[config.mk]
export PLATFORM = sky130hd
export DESIGN_NAME = range_timer
export DESIGN_NICKNAME = d
export VERILOG_FILES = /design/src/rtl/range_timer_pkg.sv /design/src/rtl/range_ctrl.sv /design/src/rtl/range_counter.sv /design/src/rtl/range_result.sv /design/src/rtl/range_timer.sv
export SDC_FILE = /design/constraint.sdc
export NUM_CORES = 1
export LEC_CHECK = 0
export BUFFER_PORTS_ARGS = -buffer_cell sky130_fd_sc_hd__buf_2
export CORE_MARGIN = 5
export CORE_UTILIZATION = 44
export CTS_BUF_LIST = sky130_fd_sc_hd__clkbuf_8
export DETAILED_ROUTE_END_ITERATION = 12
export SLEW_MARGIN = 10
export SYNTH_ARGS = -nofsm -noshare
export SYNTH_HDL_FRONTEND = slang
export SYNTH_SLANG_ARGS = --single-unit
[constraint.sdc]
create_clock -name clk -period 3.92 [get_ports clk]
set_clock_uncertainty 0.1 [all_clocks]
set_input_delay 0.196 -clock clk [delete_from_list [all_inputs] [get_ports clk]]
set_output_delay 0.196 -clock clk [all_outputs]
set_load 0.02 [all_outputs]
[src/rtl/range_timer_pkg.sv]
package range_timer_pkg;

    // Controller states; the order is the measurement sequence.
    typedef enum logic [2:0] {
        ST_BOOT  = 3'd0,  // clear result register
        ST_ARM   = 3'd1,  // clear counter, wait for button
        ST_PULSE = 3'd2,  // laser on for one cycle
        ST_TIME  = 3'd3,  // count until echo
        ST_LATCH = 3'd4   // load halved count
    } rt_state_e;

    // Strobes from controller to datapath.
    typedef struct packed {
        logic dist_clr;
        logic dist_ld;
        logic cnt_clr;
        logic cnt_en;
        logic laser;
    } rt_cmd_t;

    typedef struct packed {
        rt_state_e state;
    } rt_ctrl_regs_t;

endpackage

[src/rtl/range_ctrl.sv]
module range_ctrl
    import range_timer_pkg::*;
(
    input  logic    clk,
    input  logic    rst,
    input  logic    fire_btn,
    input  logic    echo_in,
    output rt_cmd_t cmd
);

    rt_ctrl_regs_t regs_d;
    rt_ctrl_regs_t regs_q;

    always_comb begin
        regs_d = regs_q;
        cmd    = '0;
        case (regs_q.state)
            ST_BOOT: begin
                cmd.dist_clr = 1'b1;
                regs_d.state = ST_ARM;
            end
            ST_ARM: begin
                cmd.cnt_clr = 1'b1;
                if (fire_btn) begin
                    regs_d.state = ST_PULSE;
                end
            end
            ST_PULSE: begin
                cmd.laser    = 1'b1;
                regs_d.state = ST_TIME;
            end
            ST_TIME: begin
                if (echo_in) begin
                    regs_d.state = ST_LATCH;
                end else begin
                    cmd.cnt_en = 1'b1;
                end
            end
            ST_LATCH: begin
                cmd.dist_ld  = 1'b1;
                regs_d.state = ST_ARM;
            end
            default: begin
                regs_d.state = ST_BOOT;
            end
        endcase
    end

    always_ff @(posedge clk) begin
        if (rst) begin
            regs_q.state <= ST_BOOT;
        end else begin
            regs_q <= regs_d;
        end
    end

    AST_STROBE_EXCL: assert property (@(posedge clk) disable iff (rst)
        $onehot0({cmd.dist_clr, cmd.dist_ld, cmd.cnt_clr, cmd.cnt_en, cmd.laser}));

    AST_LASER_SINGLE: assert property (@(posedge clk) disable iff (rst)
        cmd.laser |=> !cmd.laser);

    AST_TIMING_NO_FIRE: assert property (@(posedge clk) disable iff (rst)
        (regs_q.state == ST_TIME) |=> !cmd.laser);

endmodule

[src/rtl/range_counter.sv]
module range_counter #(
    parameter int CNT_W = 16
) (
    input  logic             clk,
    input  logic             rst,
    input  logic             clr,
    input  logic             en,
    output logic [CNT_W-1:0] cnt_q
);

    localparam logic [CNT_W-1:0] CNT_MAX = {CNT_W{1'b1}};

    logic [CNT_W-1:0] cnt_d;

    always_comb begin
        cnt_d = cnt_q;
        if (clr) begin
            cnt_d = '0;
        end else if (en && (cnt_q != CNT_MAX)) begin
            cnt_d = cnt_q + CNT_W'(1);
        end
    end

    always_ff @(posedge clk) begin
        if (rst) begin
            cnt_q <= '0;
        end else begin
            cnt_q <= cnt_d;
        end
    end

    AST_NO_WRAP: assert property (@(posedge clk) disable iff (rst)
        (en && !clr && cnt_q == CNT_MAX) |=> (cnt_q == CNT_MAX));

    AST_CNT_STEP: assert property (@(posedge clk) disable iff (rst)
        (en && !clr && cnt_q != CNT_MAX) |=> (cnt_q == $past(cnt_q) + CNT_W'(1)));

endmodule

[src/rtl/range_result.sv]
module range_result #(
    parameter int CNT_W = 16
) (
    input  logic             clk,
    input  logic             rst,
    input  logic             clr,
    input  logic             ld,
    input  logic [CNT_W-1:0] cnt,
    output logic [CNT_W-1:0] dist_q
);

    logic [CNT_W-1:0] dist_d;

    always_comb begin
        dist_d = dist_q;
        if (clr) begin
            dist_d = '0;
        end else if (ld) begin
            dist_d = cnt >> 1;
        end
    end

    always_ff @(posedge clk) begin
        if (rst) begin
            dist_q <= '0;
        end else begin
            dist_q <= dist_d;
        end
    end

    AST_DIST_HOLD: assert property (@(posedge clk) disable iff (rst)
        (!ld && !clr) |=> $stable(dist_q));

endmodule

[src/rtl/range_timer.sv]
module range_timer
    import range_timer_pkg::*;
#(
    parameter int CNT_W = 16
) (
    input  logic             clk,
    input  logic             rst,
    input  logic             fire_btn,
    input  logic             echo_in,
    output logic             laser_on,
    output logic [CNT_W-1:0] dist_out
);

    rt_cmd_t          cmd;
    logic [CNT_W-1:0] cnt;

    range_ctrl u_ctrl (
        .clk      (clk),
        .rst      (rst),
        .fire_btn (fire_btn),
        .echo_in  (echo_in),
        .cmd      (cmd)
    );

    range_counter #(.CNT_W(CNT_W)) u_cnt (
        .clk   (clk),
        .rst   (rst),
        .clr   (cmd.cnt_clr),
        .en    (cmd.cnt_en),
        .cnt_q (cnt)
    );

    range_result #(.CNT_W(CNT_W)) u_res (
        .clk    (clk),
        .rst    (rst),
        .clr    (cmd.dist_clr),
        .ld     (cmd.dist_ld),
        .cnt    (cnt),
        .dist_q (dist_out)
    );

    assign laser_on = cmd.laser;

    AST_FIRE_CAUSE: assert property (@(posedge clk) disable iff (rst)
        $rose(laser_on) |-> $past(fire_btn));

    AST_RESULT_BOUND: assert property (@(posedge clk) disable iff (rst)
        dist_out[CNT_W-1] == 1'b0);

endmodule

Word level (Yosys, flattened, before mapping)
Cells that the tools add are included.
{"block": "word_totals", "regBits": 34, "inputBits": 4, "output_inout_bits": 17, "elab_cells": 26}
{"block": "classes", "n_addsub": 1, "n_eq_ne": 7, "muxes": 9, "reduce_logical": 6}
{"cell": "16-bit by 1-bit adder with 16-bit output (second input constant)", "count": 1}
{"cell": "16-bit != test (second input constant)", "count": 1}
{"cell": "3-bit case mux with 4 select lines", "count": 1}
{"cell": "3-bit by 2-bit == test with 1-bit output (second input constant)", "count": 2}
{"cell": "1-bit 2-to-1 mux", "count": 6}
{"cell": "3-bit 2-to-1 mux", "count": 2}
{"cell": "2-bit OR reduction", "count": 3}
{"cell": "2-bit != test (second input constant)", "count": 2}
{"cell": "3-bit by 1-bit == test with 1-bit output (second input constant)", "count": 1}
{"cell": "3-bit == test (second input constant)", "count": 1}
{"cell": "3-bit zero test", "count": 1}
{"cell": "2-bit AND reduction", "count": 1}
{"cell": "1-bit logical AND", "count": 1}

Longest topological paths before layout
Gate-level depths: netlist (run 1).
{"block": "logic_depth", "ltp_word": 3, "depth_mapped": 6, "depth_no_buf": 5}

Hierarchy
Synthesis (run 1) repeated with hierarchy kept, for this count alone.
{"block": "unflattened", "cells_unflattened": 173, "hier_area_um2": 1641.6}
{"module": "range_counter", "n_inst": 1, "cells_per_inst": 102, "area_per_inst_um2": 917.1, "seq_area_each_um2": 320.3}
{"module": "range_result", "n_inst": 1, "cells_per_inst": 52, "area_per_inst_um2": 569.3, "seq_area_each_um2": 300.3}
{"module": "range_ctrl", "n_inst": 1, "cells_per_inst": 19, "area_per_inst_um2": 155.1, "seq_area_each_um2": 60.1}

Worst setup path after synthesis (run 1)
Ideal clock, no wire load.
{"block": "synth_timing", "path_kind": "register -> register", "start": "register u_ctrl.regs_q[0] (netlist name)", "end": "register u_cnt.cnt_q[9]", "setup_time_ns": 0.070, "arrival_time_ns": 1.774, "required_time_ns": 3.750, "slack_ns": 1.976, "stages_incl_launch_ff": 7, "n_path_buf": 2, "synth_period_minus_slack_ns": 1.944, "cell_sequence": "dfxtp_1 -> buf_4 -> nand4bb_4 -> or4_1 -> buf_2 -> or4_1 -> a21oi_1"}
{"block": "synth_via", "elab_chain_cells": 3, "word_cells_on_any_way": 6, "cone_classes": "eq/ne: 2; mux: 2; reduce/logical: 2"}
{"item": "start: declaration", "line_no": "range_ctrl.sv:12", "rtl": "rt_ctrl_regs_t regs_q;"}
{"item": "start signal: assignment", "line_no": "range_ctrl.sv:53", "rtl": "regs_q <= regs_d;"}
{"item": "3-bit by 1-bit == test with 1-bit output or 3-bit by 2-bit == test with 1-bit output (tied branches)", "line_no": "range_ctrl.sv:17", "rtl": "case (regs_q.state)"}
{"item": "1-bit 2-to-1 mux", "line_no": "range_ctrl.sv:17"}
{"item": "2-bit OR reduction (no source line) or 1-bit logical AND (tied branches)"}
{"item": "end signal: assignment", "line_no": "range_counter.sv:28", "rtl": "cnt_q <= cnt_d;"}
{"item": "end: declaration", "line_no": "range_counter.sv:8", "rtl": "output logic [CNT_W-1:0] cnt_q"}
Several ways; a longest one is shown, not always the timed one.
A chain may end at the register's enable or synchronous reset.

Final worst setup path (run 1)
{"block": "layout_timing", "start": "register u_ctrl.regs_q[2] (netlist name)", "end": "register u_cnt.cnt_q[9]"}
Same word-level chain as after synthesis.

==> metrics.txt, run 1 <==
CTS sink count=34; Port Buf Inserts=19; post-synthesis area per instance=between 8 and 9 um^2; placed cells=roughly 240; fin crit share=0.613; Final Setup Violations=0; DR vias/cell=about 5.5; main combinational cell family by area after synthesis=simple AND/OR/NAND/NOR gates; synth unique cells=33; detailed placer's ending HPWL=roughly 2300 um; Avg WL per Cell=13.3 um; Syn-to-layout area delta=12.0%; Final Hold Viols=0; Post-Synth Simple-Gate Area=0.319; sequential area share after synthesis=0.430; Syn Inst Count=~190; hold_buf cts=0; number of global-route vias before repair=1,262; Setup WS post-layout=roughly 1.5 ns; kind of critical path=reg -> reg; cts repair resizes=0; placer congestion estimate=0.810; Routed WL=approximately 3300 um; unrepaired setup endpoints after global routing=false; Critical Path End Type=flip-flop; FILL cells=~330; Tightest Hold Check Type=in -> reg; Worst Path Arrival=between 2 and 3 ns; layout cell share with drive strength beyond 1=0.181; register area=around 700 um^2; Die X=70.0 um; VDD IR max=about 0.16 mV; CTS Buf Count=5; number of buffers inserted by post-CTS setup repair=0; Worst Setup SP=u_ctrl.regs_q[2]; Max Cap Viol=0; critical path launch point type=flip-flop; First DRT Iteration DRCs=148; Slew Viols, Final=0; Leak=~0.61 nW; CTS tree=done; post-layout min period=2.40 ns; largest net degree at the start of global routing=23; Synth area leader=dfxtp_1; Setup TNS=0 ns; Compound-Gate Fraction of Synth Area=0.174; # DRC=0; Worst Tran Pin Value=around 1.1 ns; Register-to-Register Setup Slack=approximately 1.5 ns; fmax=between 400 and 500 MHz; mux cell area share after synthesis=0.0190; DP Area=between 0.0015 and 0.002 mm^2; most area-consuming cells after synthesis=dfxtp_1 (43%), a31oi_1 (5.9%), nor2b_1 (5.9%); Slew Limit Headroom=0.285; syn_nets=approximately 190; CP Max Fanout=22; XOR/XNOR Fraction of Synth Area=0; synthesized cell area=0.00158 mm^2; Fin Hold WS=around 0.1 ns; WP data required=roughly 4.0 ns; Clock Path Buffers=2; most frequent cells in the layout=dfxtp_1 (34), nor2_1 (22), buf_2 (19); height of the die=70.0 um; Non-Filler Instances=250; grt total ovfl=0; area of the multi-input gates=826 um^2; post-synth top area share=0.430; commonest non-fill, non-tap cell in the layout=dfxtp_1; pre-CTS setup slack=roughly 1.6 ns; initial antenna violation count=0; fin area=approximately 0.0018 mm^2; DR pass1 iterations=4; Hold Path End=u_ctrl.regs_q[2]; Adder-Cell Fraction of Synth Area=0.00791; #FFs+latches synth=34; Worst-Skew Late Latency=slightly below 0.3 ns; row cnt=21; total global-route track usage=0.145; I/O pin cnt=21; DRT antenna net count=0; reg2reg path depth=4; Starting Density=0.463; Crit Reg-Reg Startpoint=u_ctrl.regs_q[2]; diode count=0; root buffer cell=clkbuf_8; WHS Path Cells=3; status=finished clean; htree depth=2; first-pass GRT wire length=approximately 5700 um; core area=0.00342 mm^2; Crit Reg-Reg Endpoint=u_cnt.cnt_q[9]; hold path startpoint=echo_in; die area=0.00490 mm^2; Power Dens Cells=~370 mW/mm^2; Nets=208; vias=between 1,000 and 1,500; synthesis warning total=0; clock edge transition at the registers on the reported setup and hold paths=roughly 0.07 ns
## state kept, by name, summed over array words and instances (netlist names)
signal         count
u_res.dist_q      15
u_cnt.cnt_q       16
u_ctrl.regs_q      3
## per-stage QoR
stage	util	total power, mW
after floorplan	-	0.387
after global placement	0.491	0.392
after detailed placement	0.491	0.392
after CTS	0.519	0.661
after global routing	0.519	0.683
final	0.519	0.652
## cells in the mapped netlist, drive strengths merged
cell type and count:
mux2i 3, a21oi 16, or4 8, o21ai 6, dfxtp 34, o31ai 6, nor3b 2, o311a 1
nor4 2, nand4bb 1, o41ai 1, nand4 6, a31oi 15, nor2 22, ha 1, o21bai 1
nand3 3, clkbuf 8, buf 5, nand2 14, or3 8, conb 1, inv 3, nand2b 1
nor2b 15, and4bb 1, nor3 2, or2 3
## worst max-delay path, cell delays in order, from the launching register on
cell       delay [ns]
dfxtp_1          0.54
nand4bb_4        0.35
or4_1            0.65
or4_1            0.53
a21oi_1          0.16
## logic make-up after synthesis
group / after synthesis
AO/OA/AOI/OAI: 46
multiplexers: 3
other: 1
adder cells (fa/ha/maj): 1
flip-flops: 34
buffers and inverters: 16
AND/OR/NAND/NOR: 88
## routing by layer
layer,wire length [um],global-route usage,vias up
li1,-,-,709
met1,1650,0.188,635
met2,1420,0.216,30
met3,200,0.0459,7
met4,65,0.0702,0
met5,0,0,-
## report_power, final
group / total (mW) / leakage (nW) / internal [mW] / switching (mW)
combinational: 0.0321 / 0.287 / 0.00888 / 0.0232
sequential: 0.353 / 0.274 / 0.347 / 0.00537
clock: 0.268 / 0.0472 / 0.141 / 0.127
## worst max path at each step
| stage | endpoint | slack [ns] | depth (start not counted) |
|---|---|---|---|
| floorplan | u_cnt.cnt_q[9] | 1.98 | 6 |
| global placement | u_cnt.cnt_q[11] | 1.62 | 4 |
| global route | u_cnt.cnt_q[3] | 1.39 | 4 |
| finish | u_cnt.cnt_q[9] | 1.52 | 4 |
| detailed placement | u_cnt.cnt_q[9] | 1.56 | 4 |
| CTS | u_cnt.cnt_q[9] | 1.52 | 4 |
## area by class of cell
type / count / area share
inverters: 3 / 0.00635
clock buffers: 6 / 0.0466
repair buffers: 20 / 0.0579
well taps: 46 / 0.0325
clock inverters: 2 / 0.00706
multi-input cells: 139 / 0.466
flip-flops and latches: 34 / 0.384
Power figures use the tool's default switching activity.
==> run 2: changes to the inputs <==
--- a/config.mk
+++ b/config.mk
@@ -10,6 +10,7 @@
 export CORE_UTILIZATION = 44
 export CTS_BUF_LIST = sky130_fd_sc_hd__clkbuf_8
 export DETAILED_ROUTE_END_ITERATION = 12
+export PLACE_DENSITY = 0.66
 export SLEW_MARGIN = 10
 export SYNTH_ARGS = -nofsm -noshare
 export SYNTH_HDL_FRONTEND = slang
==> constraint.sdc (replaced) <==
create_clock -name clk -period 2.01 [get_ports clk]
set_clock_uncertainty 0.1 [all_clocks]
set_input_delay 0.1005 -clock clk [delete_from_list [all_inputs] [get_ports clk]]
set_output_delay 0.1005 -clock clk [all_outputs]
set_load 0.02 [all_outputs]
==> run 2 against run 1 <==
Global-route usage grew 1.4 points. Sequential power up 93%. Critical path depth unchanged. Hold slack lost 0.082 ns. Highest routed layer unchanged.
==> metrics.txt, run 2 (synthesized netlist as in run 1, its figures left out) <==
status=finished clean (unchanged); CTS tree=done (unchanged); DRT antenna net count=0 (unchanged); CP Max Fanout=10 (was 22); largest net degree at the start of global routing=22 (was 23); clock edge transition at the registers on the reported setup and hold paths=0.07 ns (about the same); total global-route track usage=0.159 (was 0.145); hold_buf cts=0 (unchanged); Final Hold Viols=0 (unchanged); number of buffers inserted by post-CTS setup repair=0 (unchanged); critical path launch point type=flip-flop (unchanged); commonest non-fill, non-tap cell in the layout=dfxtp_1 (unchanged); Critical Path End Type=flip-flop (unchanged); htree depth=2 (unchanged); placer congestion estimate=0.762 (was 0.810); vias=1,460 (was 1,381); Power Dens Cells=671 mW/mm^2 (was 368 mW/mm^2); core area=0.00342 mm^2 (unchanged); first-pass GRT wire length=6510 um (was 5730 um); Syn-to-layout area delta=19.8% (was 12.0%); Most flops, register=u_cnt.cnt_q (unchanged); most frequent cells in the layout=dfxtp_1 (31), nor2_1 (22), buf_2 (19) (was dfxtp_1 (34), nor2_1 (22), buf_2 (19)); height of the die=70.0 um (unchanged); max reg flops=16 (unchanged); Avg WL per Cell=13.5 um (was 13.3 um); post-layout min period=1.91 ns (was 2.40 ns); fmax=523 MHz (was 416 MHz); Routed WL=3580 um (was 3340 um); Slew Viols, Final=0 (unchanged); root buffer cell=clkbuf_8 (unchanged); VDD IR max=0.344 mV (was 0.164 mV); layout cell share with drive strength beyond 1=0.256 (was 0.181); number of global-route vias before repair=1,382 (was 1,262); CTS sink count=34 (unchanged); Clock Path Buffers=2 (unchanged); fin crit share=0.951 (was 0.613); Tightest Hold Check Type=in -> reg (unchanged); kind of critical path=reg -> reg (unchanged); First DRT Iteration DRCs=92 (was 148); diode count=0 (unchanged); grt total ovfl=0 (unchanged); initial antenna violation count=0 (unchanged); Max Cap Viol=0 (unchanged); detailed placer's ending HPWL=2580 um (was 2330 um); largest registers=u_cnt.cnt_q x16, u_res.dist_q x15, u_ctrl.regs_q x3 (unchanged); DP Area=0.00179 mm^2 (was 0.00168 mm^2); DR pass1 iterations=4 (unchanged); Fin Hold WS=0.0202 ns (was 0.102 ns); unrepaired setup endpoints after global routing=false (unchanged); CTS Buf Count=5 (unchanged); die area=0.00490 mm^2 (unchanged); Worst-Skew Late Latency=0.28 ns (was 0.29 ns); WP data required=2.12 ns (was 4.04 ns); DR vias/cell=5.51 (was 5.52); Worst Path Arrival=2.02 ns (was 2.52 ns); Die X=70.0 um (unchanged); Leak=0.690 nW (was 0.608 nW); row cnt=21 (unchanged); # DRC=0 (unchanged); I/O pin cnt=21 (unchanged); Port Buf Inserts=19 (unchanged); Final Setup Violations=0 (unchanged); Nets=223 (was 208); fin area=0.00190 mm^2 (was 0.00177 mm^2); Starting Density=0.463 (unchanged)
## run 2: timing repair
item | 4_1_cts | 5_1_grt
gates resized for setup | 2 | 4
endpoints found under the hold margin | 0 | 0
setup endpoints to repair | 2 | 4
## run 2: metal layers
layer | vias up | share of wire | GRT usage
li1 | 743 | - | -
met1 | 684 | 0.51 | 0.221
met2 | 28 | 0.44 | 0.240
met3 | 5 | 0.046 | 0.0459
met4 | 0 | 0.0092 | 0.0426
met5 | - | 0 | 0
## run 2: per-stage QoR
stage | utilization | cells | power, mW | setup TNS (ns) | setup WS, ns
final | 0.555 | 265 | 1.27 | 0 | 0.0991
after global routing | 0.555 | 265 | 1.32 | 0 | 0.0134
after CTS | 0.552 | 265 | 1.28 | 0 | 0.0187
after detailed placement | 0.524 | 257 | 0.775 | -0.00348 | -0.00348
after global placement | 0.524 | 257 | 0.772 | 0 | 0.0504
after floorplan | - | 189 | 0.755 | 0 | 0.0660
## run 2: layout make-up
| type | count | area (um^2) |
|---|---|---|
| fill | 320 | 1520 |
| multi-input combinational | 139 | 836 |
| sequential | 34 | 684 |
| timing repair buffer | 35 | 215 |
| clock buffer | 6 | 82.6 |
| tap | 46 | 57.6 |
| inverter | 3 | 11.3 |
| clock inverter | 2 | 8.76 |
## run 2: worst paths after layout
kind	startpoint	end	slack, ns	cells past startpoint
worst max-delay path	u_ctrl.regs_q[1]	u_cnt.cnt_q[9]	0.1	4
worst min-delay path	echo_in	u_ctrl.regs_q[2]	0.02	3
worst max register to register	u_ctrl.regs_q[1]	u_cnt.cnt_q[9]	0.1	4
worst min register to register	u_cnt.cnt_q[5]	u_cnt.cnt_q[5]	0.38	2
## run 2: critical path, cell delays in order (launching register included)
cell,delay [ns]
dfxtp_1,0.39
nand4bb_4,0.13
or4_4,0.56
or4_1,0.49
a21oi_1,0.17
## run 2: report_power, final
group / total, mW / internal [mW] / switching (mW)
Combinational: 0.0805 / 0.0246 / 0.0558
Clock: 0.511 / 0.271 / 0.240
Sequential: 0.681 / 0.677 / 0.00409
